**src/rtl/brev_pkg.sv**
```systemverilog
package brev_pkg;
  localparam int ADDR_CAP = 16;

  // Mirror the low k bits of n; bits at or above k come out as zero.
  function automatic logic [ADDR_CAP-1:0] mirror_low(input logic [ADDR_CAP-1:0] n,
                                                     input logic [4:0] k);
    logic [ADDR_CAP-1:0] r;
    int kk;
    r  = '0;
    kk = int'(k);
    for (int i = 0; i < ADDR_CAP; i++) begin
      for (int j = 0; j < ADDR_CAP; j++) begin
        if ((i < kk) && (j == kk - 1 - i)) r[i] = n[j];
      end
    end
    return r;
  endfunction

  // Index of the last sample in a frame of 2^k samples.
  function automatic logic [ADDR_CAP-1:0] last_index(input logic [4:0] k);
    logic [ADDR_CAP-1:0] r;
    for (int i = 0; i < ADDR_CAP; i++) r[i] = (i < int'(k));
    return r;
  endfunction
endpackage

```
**src/rtl/brev_len_ctrl.sv**
```systemverilog
module brev_len_ctrl #(
  parameter int MAX_LOG2 = 6,
  parameter int LW = $clog2(MAX_LOG2 + 1)
) (
  input  logic          clk,
  input  logic          rst_n,
  input  logic          len_we,
  input  logic [LW-1:0] len_log2,
  input  logic          wr_idle,
  input  logic          wr_fire,
  output logic [LW-1:0] pend_k,
  output logic [LW-1:0] k_eff
);
  localparam logic [LW-1:0] KMAX = LW'(MAX_LOG2);

  logic [LW-1:0] frame_k;

  always_ff @(posedge clk) begin
    if (!rst_n) begin
      pend_k  <= KMAX;
      frame_k <= KMAX;
    end else begin
      if (len_we) pend_k <= (len_log2 > KMAX) ? KMAX : len_log2;
      if (wr_fire && wr_idle) frame_k <= pend_k;
    end
  end

  // The pending value is used for a frame's first sample and kept for the rest of it.
  assign k_eff = wr_idle ? pend_k : frame_k;
endmodule

```
**src/rtl/brev_wr_side.sv**
```systemverilog
module brev_wr_side
  import brev_pkg::*;
#(
  parameter int AW = 6,
  parameter int LW = 3
) (
  input  logic          clk,
  input  logic          rst_n,
  input  logic          in_valid,
  input  logic [1:0]    bank_full,
  input  logic [LW-1:0] k_eff,
  output logic          in_ready,
  output logic          wr_fire,
  output logic          wr_idle,
  output logic          wr_done,
  output logic          wr_bank,
  output logic [AW-1:0] wr_addr
);
  logic [AW-1:0]       cnt;
  logic [ADDR_CAP-1:0] mir;
  logic [ADDR_CAP-1:0] lastv;

  assign mir      = mirror_low(ADDR_CAP'(cnt), 5'(k_eff));
  assign lastv    = last_index(5'(k_eff));
  assign wr_addr  = mir[AW-1:0];
  assign in_ready = !bank_full[wr_bank];
  assign wr_fire  = in_valid && in_ready;
  assign wr_idle  = (cnt == '0);
  assign wr_done  = wr_fire && (cnt == lastv[AW-1:0]);

  always_ff @(posedge clk) begin
    if (!rst_n) begin
      cnt     <= '0;
      wr_bank <= 1'b0;
    end else if (wr_done) begin
      cnt     <= '0;
      wr_bank <= !wr_bank;
    end else if (wr_fire) begin
      cnt <= cnt + 1'b1;
    end
  end
endmodule

```
**src/rtl/brev_rd_side.sv**
```systemverilog
module brev_rd_side
  import brev_pkg::*;
#(
  parameter int AW = 6,
  parameter int LW = 3
) (
  input  logic          clk,
  input  logic          rst_n,
  input  logic [1:0]    bank_full,
  input  logic [LW-1:0] rd_k,
  input  logic          out_ready,
  output logic          out_valid,
  output logic          out_last,
  output logic          rd_done,
  output logic          rd_bank,
  output logic [AW-1:0] rd_addr
);
  logic [AW-1:0]       cnt;
  logic [ADDR_CAP-1:0] lastv;
  logic                fire;

  assign lastv     = last_index(5'(rd_k));
  assign out_valid = bank_full[rd_bank];
  assign out_last  = (cnt == lastv[AW-1:0]);
  assign rd_addr   = cnt;
  assign fire      = out_valid && out_ready;
  assign rd_done   = fire && out_last;

  always_ff @(posedge clk) begin
    if (!rst_n) begin
      cnt     <= '0;
      rd_bank <= 1'b0;
    end else if (rd_done) begin
      cnt     <= '0;
      rd_bank <= !rd_bank;
    end else if (fire) begin
      cnt <= cnt + 1'b1;
    end
  end
endmodule

```
**src/rtl/brev_bank_mem.sv**
```systemverilog
module brev_bank_mem #(
  parameter int AW = 6,
  parameter int WW = 32
) (
  input  logic          clk,
  input  logic          we,
  input  logic [AW-1:0] waddr,
  input  logic [WW-1:0] wdata,
  input  logic [AW-1:0] raddr,
  output logic [WW-1:0] rdata
);
  localparam int DEPTH = 1 << AW;

  logic [WW-1:0] mem [DEPTH];

  always_ff @(posedge clk) begin
    if (we) mem[waddr] <= wdata;
  end

  assign rdata = mem[raddr];
endmodule

```
**src/rtl/brev_reorder.sv**
```systemverilog
module brev_reorder #(
  parameter int DW = 16,
  parameter int MAX_LOG2 = 6,
  parameter int LW = $clog2(MAX_LOG2 + 1)
) (
  input  logic          clk,
  input  logic          rst_n,
  input  logic          len_we,
  input  logic [LW-1:0] len_log2,
  input  logic          in_valid,
  output logic          in_ready,
  input  logic [DW-1:0] in_re,
  input  logic [DW-1:0] in_im,
  output logic          out_valid,
  input  logic          out_ready,
  output logic [DW-1:0] out_re,
  output logic [DW-1:0] out_im,
  output logic          out_last
);
  localparam int AW = MAX_LOG2;
  localparam int WW = 2 * DW;

  logic [1:0]    bank_full;
  logic [LW-1:0] bank_k [2];
  logic [LW-1:0] pend_k, k_eff;
  logic          wr_fire, wr_idle, wr_done, wr_bank;
  logic          rd_done, rd_bank;
  logic [AW-1:0] wr_addr, rd_addr;
  logic [WW-1:0] rdata [2];

  brev_len_ctrl #(.MAX_LOG2(MAX_LOG2), .LW(LW)) u_len (
    .clk(clk), .rst_n(rst_n), .len_we(len_we), .len_log2(len_log2),
    .wr_idle(wr_idle), .wr_fire(wr_fire), .pend_k(pend_k), .k_eff(k_eff)
  );

  brev_wr_side #(.AW(AW), .LW(LW)) u_wr (
    .clk(clk), .rst_n(rst_n), .in_valid(in_valid), .bank_full(bank_full),
    .k_eff(k_eff), .in_ready(in_ready), .wr_fire(wr_fire), .wr_idle(wr_idle),
    .wr_done(wr_done), .wr_bank(wr_bank), .wr_addr(wr_addr)
  );

  brev_rd_side #(.AW(AW), .LW(LW)) u_rd (
    .clk(clk), .rst_n(rst_n), .bank_full(bank_full), .rd_k(bank_k[rd_bank]),
    .out_ready(out_ready), .out_valid(out_valid), .out_last(out_last),
    .rd_done(rd_done), .rd_bank(rd_bank), .rd_addr(rd_addr)
  );

  for (genvar b = 0; b < 2; b++) begin : g_bank
    brev_bank_mem #(.AW(AW), .WW(WW)) u_mem (
      .clk(clk), .we(wr_fire && (wr_bank == 1'(b))), .waddr(wr_addr),
      .wdata({in_re, in_im}), .raddr(rd_addr), .rdata(rdata[b])
    );

    always_ff @(posedge clk) begin
      if (!rst_n) begin
        bank_full[b] <= 1'b0;
        bank_k[b]    <= LW'(MAX_LOG2);
      end else if (wr_done && (wr_bank == 1'(b))) begin
        bank_full[b] <= 1'b1;
        bank_k[b]    <= k_eff;
      end else if (rd_done && (rd_bank == 1'(b))) begin
        bank_full[b] <= 1'b0;
      end
    end
  end

  assign out_re = rdata[rd_bank][WW-1:DW];
  assign out_im = rdata[rd_bank][DW-1:0];
endmodule

```
**config.mk**
```make
export PLATFORM = sky130hd
export DESIGN_NAME = brev_reorder
export DESIGN_NICKNAME = d
export VERILOG_FILES = /design/src/rtl/brev_pkg.sv /design/src/rtl/brev_len_ctrl.sv /design/src/rtl/brev_wr_side.sv /design/src/rtl/brev_rd_side.sv /design/src/rtl/brev_bank_mem.sv /design/src/rtl/brev_reorder.sv
export SDC_FILE = /design/constraint.sdc
export NUM_CORES = 2
export LEC_CHECK = 0
export ABC_AREA = 0
export BUFFER_PORTS_ARGS = -buffer_cell sky130_fd_sc_hd__buf_4
export CORE_ASPECT_RATIO = 1.25
export CORE_MARGIN = 1
export CORE_UTILIZATION = 36
export DETAILED_ROUTE_END_ITERATION = 12
export SLEW_MARGIN = 30
export SYNTH_ARGS = -nofsm -noshare
export SYNTH_HDL_FRONTEND = slang
export SYNTH_HIERARCHICAL = 1
export SYNTH_MEMORY_MAX_BITS = 65536
export SYNTH_SLANG_ARGS = --single-unit
```
**constraint.sdc**
```tcl
create_clock -name clk -period 7.36 [get_ports clk]
set_input_delay 1.472 -clock clk [delete_from_list [all_inputs] [get_ports clk]]
set_output_delay 1.472 -clock clk [all_outputs]
set_load 0.005 [all_outputs]
```
After elaboration in Yosys (flattened, before gate mapping):

Memories as Yosys holds them, arrays and structs flattened. A register that Yosys moved wholly into a read port is not among the register bits.
Index checks and enable logic that the tools add are counted.

* memories: 3
* flip-flop bits (word level): 22
* logic and storage cells: 382
* output and inout bits: 35
* bits in writable memories: 4102

Memory list
* g_bank[0].u_mem.mem: depth 64, width 32, read ports 1, clocked after Yosys merged registers in 1, write ports 1, RTL line brev_bank_mem.sv:14 `logic [WW-1:0] mem [DEPTH];`
* g_bank[1].u_mem.mem: depth 64, width 32, read ports 1, clocked after Yosys merged registers in 1, write ports 1, RTL line brev_bank_mem.sv:14
* bank_k: depth 2, width 3, read ports 1, clocked after Yosys merged registers in 1, write ports 2, RTL line brev_reorder.sv:24 `logic [LW-1:0] bank_k [2];`

* reductions and logical operators: 121
* $lt $le $gt $ge: 16
* multiplexer cells: 128
* eq/ne operators: 92
* add/subtract/negate cells: 8
* bitwise gates (word level): 6

Operators by type and width (count)
* equality test 5 x 32 -> 1 bit, first input constant: 48
* equality test 4 x 32 -> 1 bit, first input constant: 24
* equality test 3 x 32 -> 1 bit, first input constant: 12
* equality test 2 x 32 -> 1 bit, first input constant: 6
* logical NOT 32 bit: 6
* 2-to-1 mux 1 bit: 117
* logical AND 1 bit: 107
* 2-to-1 mux 32 bit: 3
* subtractor 32 x 3 -> 32 bit, second input constant: 2
* subtractor 32 x 4 -> 32 bit, second input constant: 2
* subtractor 32 x 2 -> 32 bit, second input constant: 1
* 2-to-1 mux 6 bit: 4
* adder 6 x 1 -> 6 bit, second input constant: 2
* equality test 6 bit: 2
* < comparator 1 x 3 -> 1 bit, first input constant: 4
* < comparator 2 x 3 -> 1 bit, first input constant: 4
* < comparator 3 bit, first input constant: 4
* 2-to-1 mux 3 bit: 4
* logical NOT 6 bit: 1
* < comparator 1 x 2 -> 1 bit, second input constant: 2
* nonzero test 2 bit: 2
* OR reduction 2 bit: 2
* subtractor 3 x 1 -> 4 bit, second input constant: 1
* > comparator 3 bit, second input constant: 1
* other kinds (5): 10

Longest topological paths before layout:

* depth in word-level cells: 22
* gate-level depth with buffers: 20
* depth with buffers taken out: 15

Cells and area by module:

The synthesis kept the hierarchy.

By module, submodules not included
* brev_bank_mem at g_bank[0].u_mem: cells each 3479, area an instance 78398.9 µm², times used 1, seq. area each 61499.0 µm²
* brev_bank_mem at g_bank[1].u_mem: cells each 3292, area an instance 77874.7 µm², times used 1, seq. area each 61499.0 µm²
* brev_wr_side: cells each 161, area an instance 1103.6 µm², times used 1, seq. area each 140.1 µm²
* brev_reorder: cells each 69, area an instance 924.6 µm², times used 1, seq. area each 220.2 µm²
* brev_rd_side: cells each 57, area an instance 470.5 µm², times used 1, seq. area each 140.1 µm²
* brev_len_ctrl: cells each 28, area an instance 277.8 µm², times used 1, seq. area each 120.1 µm²

Least setup slack after synthesis:

No wires, ideal clock.

* path kind: register to register
* start: register u_wr.cnt[1]
* end: memory g_bank[0].u_mem.mem[28][0] (enable)
* path slack: 1452 ps
* cell stages (with the launch flop): 20
* arrival: 5487 ps
* setup time: 421 ps
* path through: dfxtp_1 inv_1 ha_1 and2_1 buf_6 mux2_4 buf_2 inv_1 ha_1 ha_1 clkbuf_1 o21ai_0 or3_1 a21oi_1 a2111oi_0 clkbuf_1 or3b_2 or2_2 clkbuf_1 nor2_1

* word-level cells in the longest chain between the ends: 22

Ends and longest elaborated chain
* start: declaration: RTL line brev_wr_side.sv:19 `logic [AW-1:0] cnt;`
* start signal: assignment: RTL line brev_wr_side.sv:39 `cnt <= cnt + 1'b1;`
* logical NOT 6 bit (*): RTL line brev_wr_side.sv:28 `assign wr_idle = (cnt == '0);`
* net wr_idle: RTL line brev_reorder.sv:26 `logic wr_fire, wr_idle, wr_done, wr_bank;`
* 2-to-1 mux 3 bit (*): RTL line brev_len_ctrl.sv:29 `assign k_eff = wr_idle ? pend_k : frame_k;`
* net k_eff[1]: RTL line brev_reorder.sv:25 `logic [LW-1:0] pend_k, k_eff;`
* subtractor 3 x 1 -> 4 bit: RTL line brev_pkg.sv:13 `if ((i < kk) && (j == kk - 1 - i)) r[i] = n[j];`
* subtractor 32 x 3 -> 32 bit: RTL line brev_pkg.sv:13
* logical NOT 32 bit: RTL line brev_pkg.sv:13
* logical AND 1 bit: RTL line brev_pkg.sv:13
* 2-to-1 mux 1 bit (15 in a row): RTL line brev_pkg.sv:13
* 2-to-1 mux 1 bit (*): RTL line brev_pkg.sv:13
* net wr_addr[2]: RTL line brev_reorder.sv:28 `logic [AW-1:0] wr_addr, rd_addr;`
* end: declaration: RTL line brev_bank_mem.sv:14

Mark *: on every way through the listed nets, which the timed path passes. The rest lies on a longest branch.

==> metrics.txt <==
outcome completed; Finished Cell Area 182000 sq um; total power 47.28 mW; RSZ-0062 raised after global routing no; clk_lat worst skew 0.95 ns; Pwr Density 259.8 nW/um^2; DPL Wire Length 268.6 mm; MaxCap Viol Count 0; clock buffer depth 4; DR DRC count 0; crit path DAT 5.26 ns; Post-CTS Repair Setup Buffers 0; Top Ports 75; total negative slack 0 ns; share of post-route cells with drive strength above 1 27.90%; Final Setup Violations 0; synthesized area 159100 sq um; endpoints failing hold 0; GRT Total Usage 19.38%; Vias per Instance 5.617; Syn Area/Cell 22.45 sq um; Rows 272; Mapped Nets 7137; core box area 439400 sq um; hold path depth 2; CTS Hold Bufs 0; minimum clock period 6.734 ns; Iteration-0 DRC Markers 9954; crit path kind flip-flop to output port; Reg clk slew, reported paths 0.06 ns; final WL 438.5 mm; worst r2r src u_wr/cnt[5]; P&R area growth vs syn 14.43%; DRT antenna net count 0; largest fanout on the critical path 24; port buffer count 74; final setup margin 0.6261 ns; Final Skew 0.06314 ns; Yosys cell types 79; Initial Util 36.20%; fillers 37590; Max Fclk 148.5 MHz; FF-to-FF path depth 14; Placer Congestion 0.8819; Sinks on Clock Net 4124; die area 444500 sq um; Reg-to-Reg End g_bank[0].u_mem/mem[53][14]; Die Width 596.5 um; CTS tree built; antenna violations before repair 44; H-tree Lvls 5; root buf cell clkbuf_16; fin crit share 91.49%; hold path start u_len/frame_k[0]; post-CTS sizing 0; normalized max-slew margin 27.12%; commonest non-fill, non-tap cell in the layout edfxtp_1; WHS Endpoint u_len/frame_k[0]; Hold Path Class flip-flop to flip-flop; VDD IR max 202.6 uV; Seq cells post-synth 4124; worst slew pin tran 1.091 ns; Seq/Total Area, Yosys 77.72%; DP Area 169700 sq um; fin. max-slew vios 0; CP endpoint kind output port; Post-synth ARST share 0%; Total Nets Final 7537; Gate Count Post-Synth 7086; synth warn 6; R2R Setup Slk 1.01 ns; commonest cells after routing, fill and taps aside edfxtp_1, mux4_2, clkbuf_16; Leakage 53.50 nW; Die Ht 745.1 um; crit path launch type flip-flop; GRT overflow 0; TritonRoute pass-1 iters 8; Main synth FF type edfxtp_1; vias in the first global route 77440; largest net degree at the start of global routing 96; CTS buffer count 377; DR vias 76870; first-pass GRT wire length 611.4 mm; Crit path required time 5.89 ns; Setup WS pre-CTS 1.301 ns; EDFF count, synth 4102; per-cell routed wire length 32.03 um
[area by class of cell]
class                      instances  area [sq um]  share of cell area (%)
clock inverter                   220          2201                   1.209
multi-input combinational       2539         34100                   18.74
antenna                           15         37.54                 0.02062
sequential                      4124        123600                   67.93
timing repair buffer             428          4723                   2.595
tap                             5891          7371                   4.050
inverter                          16         60.06                 0.03300
clock buffer                     454          9872                   5.424
[cell usage after synthesis, types with 29 or more instances]
cell type	n	area share [%]
clkbuf_1	154	0.36
nor2_1	255	0.60
mux2_4	33	0.31
nand3_1	62	0.20
buf_1	29	0.068
buf_4	55	0.26
nor2b_1	38	0.15
o221ai_1	45	0.25
mux2i_1	285	1.8
mux4_2	990	14
edfxtp_1	4102	77
a21oi_1	106	0.33
nand2_1	91	0.21
buf_6	40	0.28
buf_2	115	0.36
a22oi_1	140	0.66
o22ai_1	127	0.50
o21ai_0	44	0.14
[state kept, by name, summed over array words and instances (netlist names)]
register	count
g_bank.u_mem/mem	4096
bank_k	6
u_rd/rd_addr	6
u_wr/cnt	6
u_len/frame_k	3
u_len/pend_k	3
bank_full	2
u_rd/rd_bank	1
u_wr/wr_bank	1
[metrics by stage]
stage	hold WS, ns	utilization, %	std cells
5_1_grt	0.4999	41.42	13670
4_1_cts	0.4798	41.36	13660
3_5_place_dp	0.4711	38.61	12990
2_1_floorplan	0.4386	-	7086
3_3_place_gp	0.4510	38.32	12940
6_report	0.4786	41.43	13690
[worst max-delay path by stage]
stage | startpoint | endpoint | slack (ns) | cells past startpoint
global placement | u_wr/cnt[5] | g_bank[0].u_mem/mem[6][2] | 1.00 | 12
floorplan | u_wr/cnt[1] | g_bank[0].u_mem/mem[28][0] | 1.45 | 19
finish | u_rd/rd_addr[0] | out_re[4] | 0.63 | 10
CTS | u_rd/rd_addr[0] | out_re[4] | 0.57 | 10
global route | u_rd/rd_addr[0] | out_re[4] | 0.51 | 10
detailed placement | u_wr/cnt[5] | g_bank[0].u_mem/mem[53][5] | 1.30 | 13
[worst max-delay path, cell delays in order (launching register included)]
cell	delay, ns
dfxtp_4	0.68
buf_16	0.29
buf_12	0.28
buf_4	0.49
buf_4	0.46
mux4_2	0.57
mux2i_1	0.16
o21ai_0	0.35
and4_1	0.45
mux2_4	0.34
buf_4	0.15
[per-layer routing]
layer	share of wire [%]	wire length (um)	track usage, %	up-vias
met1	38	165200	24.89	41690
met5	0.028	124	0	-
met2	50	220000	32.98	3527
met3	7.5	33010	2.890	713
li1	-	-	-	30920
met4	4.6	20150	7.938	18
[power breakdown]
group / total, mW / internal (mW) / switching, mW
clock: 19.6 / 11.0 / 8.64
combinational: 1.64 / 0.387 / 1.25
sequential: 26.0 / 26.0 / 0.0406
[cell families after synthesis]
| group | count (synthesis) | synth area share (%) |
|---|---|---|
| muxes | 1314 | 16.17 |
| and+or+nand+nor | 577 | 1.711 |
| AOI/OAI and AO/OA | 624 | 2.734 |
| xor gates and xnor gates | 13 | 0.07159 |
| DFF | 4124 | 77.72 |
| adders and majority gates | 11 | 0.08653 |
| buffers and inverters | 423 | 1.508 |
(Power assumes the default switching activity.)
